`src/rtl/bsa_pkg.sv`:
```
package bsa_pkg;

    typedef enum logic {
        MS_VIDEO = 1'b0,
        MS_FREE  = 1'b1
    } mstate_e;

    typedef enum logic [1:0] {
        CMD_NONE    = 2'd0,
        CMD_NMI_ON  = 2'd1,
        CMD_NMI_OFF = 2'd2
    } cmd_e;

    // Active-high view of the master's strobes.
    typedef struct packed {
        logic iorq;
        logic mreq;
        logic rd;
        logic wr;
    } ctl_s;

    function automatic ctl_s to_ctl(input logic iorq_n, input logic mreq_n,
                                    input logic rd_n, input logic wr_n);
        ctl_s c;
        c.iorq = ~iorq_n;
        c.mreq = ~mreq_n;
        c.rd   = ~rd_n;
        c.wr   = ~wr_n;
        return c;
    endfunction

    // NMI-on (video) has priority over NMI-off when both port bits are low.
    function automatic cmd_e decode_cmd(input ctl_s c, input logic on_bit, input logic off_bit);
        cmd_e r;
        r = CMD_NONE;
        if (c.iorq && c.wr) begin
            if (!on_bit)       r = CMD_NMI_ON;
            else if (!off_bit) r = CMD_NMI_OFF;
        end
        return r;
    endfunction

endpackage

```
`src/rtl/bsa_state_dec.sv`:
```
module bsa_state_dec
    import bsa_pkg::*;
#(
    parameter int ADDR_W  = 16,
    parameter int ON_BIT  = 0,
    parameter int OFF_BIT = 1
) (
    input  logic              clk,
    input  logic              rst,
    input  ctl_s              ctl,
    input  logic [ADDR_W-1:0] addr,
    output mstate_e           state
);
    cmd_e cmd;

    always_comb cmd = decode_cmd(ctl, addr[ON_BIT], addr[OFF_BIT]);

    always_ff @(posedge clk) begin
        if (rst) begin
            state <= MS_VIDEO;
        end else begin
            case (cmd)
                CMD_NMI_ON:  state <= MS_VIDEO;
                CMD_NMI_OFF: state <= MS_FREE;
                default:     state <= state;
            endcase
        end
    end
endmodule

```
`src/rtl/bsa_bus_gate.sv`:
```
module bsa_bus_gate
    import bsa_pkg::*;
#(
    parameter int ADDR_W = 16
) (
    input  mstate_e           state,
    input  logic              busack_n,
    input  logic [ADDR_W-1:0] addr,
    output logic              busrq_n,
    output logic              addr_oe_n,
    output logic [ADDR_W-1:0] slv_addr
);
    localparam int HI = ADDR_W - 1;

    logic granted;

    always_comb begin
        busrq_n   = (state == MS_FREE) ? 1'b0 : 1'b1;
        granted   = !busrq_n && !busack_n;
        addr_oe_n = !granted;
    end

    // The slave ignores the top bit, so the upper half echoes its RAM.
    for (genvar i = 0; i < ADDR_W; i++) begin : g_abit
        if (i == HI) begin : g_fold
            assign slv_addr[i] = 1'b0;
        end else begin : g_pass
            assign slv_addr[i] = granted & addr[i];
        end
    end
endmodule

```
`src/rtl/bsa_read_steer.sv`:
```
module bsa_read_steer
    import bsa_pkg::*;
#(
    parameter int ADDR_W = 16
) (
    input  ctl_s              ctl,
    input  logic [ADDR_W-1:0] addr,
    input  logic              busrq_n,
    input  logic              ramcs_n_in,
    output logic              data_oe_n,
    output logic              ramcs_n
);
    localparam int HI = ADDR_W - 1;

    logic hi_read;

    always_comb begin
        hi_read   = ctl.rd && ctl.mreq && addr[HI] && !busrq_n;
        data_oe_n = !hi_read;
        ramcs_n   = hi_read ? 1'b1 : ramcs_n_in;
    end
endmodule

```
`src/rtl/bus_share_arbiter.sv`:
```
module bus_share_arbiter
    import bsa_pkg::*;
#(
    parameter int ADDR_W  = 16,
    parameter int ON_BIT  = 0,
    parameter int OFF_BIT = 1
) (
    input  logic              clk,
    input  logic              rst,
    input  logic [ADDR_W-1:0] mst_addr,
    input  logic              mst_iorq_n,
    input  logic              mst_mreq_n,
    input  logic              mst_rd_n,
    input  logic              mst_wr_n,
    input  logic              mst_ramcs_n_in,
    input  logic              slv_busack_n,
    output logic              slv_busrq_n,
    output logic              addr_buf_oe_n,
    output logic              data_buf_oe_n,
    output logic              mst_ramcs_n,
    output logic [ADDR_W-1:0] slv_addr
);
    ctl_s    ctl;
    mstate_e state;

    always_comb ctl = to_ctl(mst_iorq_n, mst_mreq_n, mst_rd_n, mst_wr_n);

    bsa_state_dec #(.ADDR_W(ADDR_W), .ON_BIT(ON_BIT), .OFF_BIT(OFF_BIT)) u_dec (
        .clk   (clk),
        .rst   (rst),
        .ctl   (ctl),
        .addr  (mst_addr),
        .state (state)
    );

    bsa_bus_gate #(.ADDR_W(ADDR_W)) u_gate (
        .state     (state),
        .busack_n  (slv_busack_n),
        .addr      (mst_addr),
        .busrq_n   (slv_busrq_n),
        .addr_oe_n (addr_buf_oe_n),
        .slv_addr  (slv_addr)
    );

    bsa_read_steer #(.ADDR_W(ADDR_W)) u_steer (
        .ctl        (ctl),
        .addr       (mst_addr),
        .busrq_n    (slv_busrq_n),
        .ramcs_n_in (mst_ramcs_n_in),
        .data_oe_n  (data_buf_oe_n),
        .ramcs_n    (mst_ramcs_n)
    );
endmodule

```
`config.mk`:
```
export PLATFORM = sky130hd
export DESIGN_NAME = bus_share_arbiter
export DESIGN_NICKNAME = d
export VERILOG_FILES = /design/src/rtl/bsa_pkg.sv /design/src/rtl/bsa_state_dec.sv /design/src/rtl/bsa_bus_gate.sv /design/src/rtl/bsa_read_steer.sv /design/src/rtl/bus_share_arbiter.sv
export SDC_FILE = /design/constraint.sdc
export NUM_CORES = 1
export LEC_CHECK = 0
export ABC_AREA = 1
export CORE_AREA = 2 2 39 41
export CTS_CLUSTER_DIAMETER = 120
export DETAILED_ROUTE_END_ITERATION = 10
export DIE_AREA = 0 0 41 43
export HOLD_SLACK_MARGIN = 0.03
export PLACE_DENSITY = 0.78
export RECOVER_POWER = 25
export SLEW_MARGIN = 10
export SYNTH_ARGS = -nofsm -noshare
export SYNTH_HDL_FRONTEND = slang
export SYNTH_HIERARCHICAL = 1
export SYNTH_SLANG_ARGS = --single-unit
```
`constraint.sdc`:
```
create_clock -name clk -period 2.5 [get_ports clk]
set_input_delay 0.25 -clock clk [delete_from_list [all_inputs] [get_ports clk]]
set_output_delay 0.25 -clock clk [all_outputs]
set_load 0.03 [all_outputs]
```
==> impl_summary.txt <==
----------------------------------------------------
[Outcome]
  Run status ... finished, final reports clean

[Detailed routing]
  Post-route DRC ... 0
  Vias/cell ... 3.66
  Number of DRC markers after the initial detailed-route iteration ... 0
  Number of optimization iterations in the first detailed-route pass ... 1
  Routed wire length ... about 810 µm
  Wire per inst ... just over 7 µm
  Final ANT Viol Nets ... 0
  Overall via count from detail_route ... 417

[Run]
  Maximum capacitance violations ... 0

[Clock tree]
  Clock-pin slew on the worst setup and hold paths ... 0 ns
  Clock latency on the worst-skew pair ... 0 ns
  Gates resized, CTS repair ... 0
  Number of buffers inserted for hold repair after clock tree synthesis ... 0
  Number of buffers inserted to repair setup after CTS ... 0

[Worst setup path]
  Worst Path Required ... 2.25 ns
  Reg2reg start ... u_dec/state$_SDFFE_PP0P_
  FF-to-FF End ... u_dec/state$_SDFFE_PP0P_
  Length in cells of the worst reg-to-reg path ... 4
  Series of cell instances along the critical path ... clkdlybuf4s50_1 > inv_1 > nand2_2 > nor2_2 > dlygate4sd3_1
  Worst path arrival time ... 1.80 ns
  Crit Path Max Fanout ... 16
  Sort of element at the end of the critical path ... output pin
  Setup Crit Path Kind ... input pin to output pin
  Crit path launch type ... input pin
  Start point of the critical path ... slv_busack_n
  Critical path capture point ... slv_addr[7]
  Internal reg-to-reg setup slack ... between 1.5 and 2 ns
  Highest-delay cell along the critical path ... sky130_fd_sc_hd__dlygate4sd3_1
  Largest stage delay on the critical path ... about 0.74 ns

[Floorplan]
  I/O Pins ... 44
  Site Rows ... 14
  Floorplan die width ... 41 µm
  Core footprint ... 1380 µm²
  Die Y ... 43 µm
  Initial cell density of the core ... a little over a fifth
  DIE AREA ... 1760 µm²

[Final layout]
  Flip-flop count of the largest register after layout ... 1
  Fraction of layout cells with a size suffix above 1 ... 14.3%
  Post-Route Utilization ... approximately half
  Most flops, register ... u_dec/state
  Number of filler cells placed in the layout ... around 150
  Largest regs ... u_dec/state (1)
  Number of antenna cells inserted ... 0
  Area grow syn2layout ... 143%
  Net total in the final layout ... 125

[GRT]
  Met3 Use GR ... about 1.0%
  Gr usage total ... 9.31%
  Initial antenna violation count ... 0
  Met2 usage ... between 10% and 20%
  Maximum number of pins on one net before global-route repair ... 17
  Wire length of the first global-routing pass ... 1260 µm
  Most crowded layer after global routing ... met2
  Via count of the first global-routing pass ... 330
  GRT met1 Usage ... 11.1%
  Overflow after GRT ... 0

[Power and ir drop]
  P per Cell Area ... 158 nW/µm²
  Static Leakage ... ~0.37 nW
  Worst-case vdd ir drop ... between 0.00008 and 0.00009 V

[Yosys]
  XOR/XNOR share of the synthesized area ... 0%
  Flops & latches, synth ... 1
  Syn avg cell area ... 5.07 µm²
  Ys async rst share ... 0%
  Biggest area consumer among synthesized cells ... sky130_fd_sc_hd__inv_1
  Adder-cell area share of the yosys netlist ... 4.26%
  Nets in the synthesized netlist ... 83
  Top cells by area, synth ... sky130_fd_sc_hd__inv_1 (33%), sky130_fd_sc_hd__nor2_2 (23%), sky130_fd_sc_hd__nor2_1 (10%)
  Top_reg_cell synth ... sky130_fd_sc_hd__dfxtp_1
  Main combinational cell family by area after synthesis ... simple AND/OR/NAND/NOR gates
  Count of distinct cell types in the synthesized netlist ... 12
  Most used standard cells in the synthesized netlist ... sky130_fd_sc_hd__inv_1 (26), sky130_fd_sc_hd__nor2_2 (11), sky130_fd_sc_hd__nor2_1 (8), sky130_fd_sc_hd__nand2_1 (3), sky130_fd_sc_hd__nand2_2 (3)
  Share of the synthesized area in compound gates (AO/OA/AOI/OAI) ... 0%
  Count of flip-flops with a built-in enable after synthesis ... 0
  Synthesized instance count ... 58
  Mapped cell area ... 294 µm²
  Fraction of the yosys area taken by sequential cells ... 6.81%
  Post-synthesis share of cell area spent on and, or, nand and nor gates ... around 48%
  Synthesis Warnings ... 6
  Multiplexer fraction of the synthesized cell area ... 0%
  Area share of the largest cell type after synthesis ... about a third
  Most common cell in the netlist ... sky130_fd_sc_hd__inv_1

[STA]
  Hold violation count in the final report ... 0
  Final cycle utilization of the critical path ... 81.9%
  Sum of negative setup slack ... 0 ns
  Clock period minus final worst setup slack ... 2.05 ns
  Largest clock skew in the final design ... 0 ns
  Upper clock frequency limit ... 0.489 GHz
  Final setup viols ... 0
  Unrepaired setup endpoints after global routing ... no
  Number of pins with negative max-slew slack in the final report ... 0

[Placement]
  Last weighted congestion value of the routability-driven placer ... ~0.64
  Port Buf Inserts ... 42
  HPWL Detailed ... 734 µm

[Hold path]
  Worst hold path class ... flop to flop

----------------------------------------------------
[logic make-up after synthesis]
family / after synthesis
adders and majority gates: 1
buffers and inverters: 28
DFF: 1
other: 1
and+or+nand+nor: 27
[power by group]
group	switching, W	total (W)	internal (W)	leakage (nW)
combinational	0.0000432	0.0000948	0.0000516	0.359
sequential	0.00000100	0.0000185	0.0000175	0.00820
clock	0	0	0	0
[metrics by stage]
stage / cell area [µm²] / worst slack, ns / hold WS, ns / instances / total power, W
2_1_floorplan: 294 / 1.29 / 0.408 / 58 / 0.0000633
3_3_place_gp: 716 / 0.459 / 0.540 / 114 / 0.000114
3_5_place_dp: 716 / 0.441 / 0.556 / 114 / 0.000115
4_1_cts: 716 / 0.436 / 0.557 / 114 / 0.000116
5_1_grt: 716 / 0.351 / 0.601 / 114 / 0.000122
6_report: 716 / 0.453 / 0.554 / 114 / 0.000113
[cell usage in the layout (no fill, tap or decap), drive strengths merged]
cell type	count
conb	1
nand3	1
nand2	6
dlygate4sd3	5
clkdlybuf4s50	37
inv	26
nor2	19
dfxtp	1
nand3b	1
ha	1
[routing by layer]
layer | vias to the layer above | wire [µm]
met1 | 161 | 303
met3 | 0 | 121
met5 | - | 0
met4 | 0 | 0
met2 | 29 | 386
li1 | 227 | -
[final cells by class]
type	instances	area [µm²]	share of cell area, %
Inverter	26	97.6	13.6
Multi-Input combinational cell	29	158	22.0
Tap cell	16	20.0	2.80
Sequential cell	1	20.0	2.80
Timing Repair Buffer	42	420	58.7
[worst min path at each step]
stage | startpoint | endpoint | slack (ns) | cells past startpoint
2_1_floorplan | rst | u_dec/state$_SDFFE_PP0P_ | 0.41 | 3
3_3_place_gp | u_dec/state$_SDFFE_PP0P_ | u_dec/state$_SDFFE_PP0P_ | 0.54 | 4
3_5_place_dp | u_dec/state$_SDFFE_PP0P_ | u_dec/state$_SDFFE_PP0P_ | 0.56 | 4
4_1_cts | u_dec/state$_SDFFE_PP0P_ | u_dec/state$_SDFFE_PP0P_ | 0.56 | 4
5_1_grt | u_dec/state$_SDFFE_PP0P_ | u_dec/state$_SDFFE_PP0P_ | 0.60 | 4
6_report | u_dec/state$_SDFFE_PP0P_ | u_dec/state$_SDFFE_PP0P_ | 0.55 | 4
[worst max-delay path, delay by kind of cell]
| kind | cells | cell delay, ns |
|---|---|---|
| simple gates | 2 | 0.34 |
| buf+inv | 3 | 1.19 |
No activity file was read; power rests on OpenSTA's default activity.
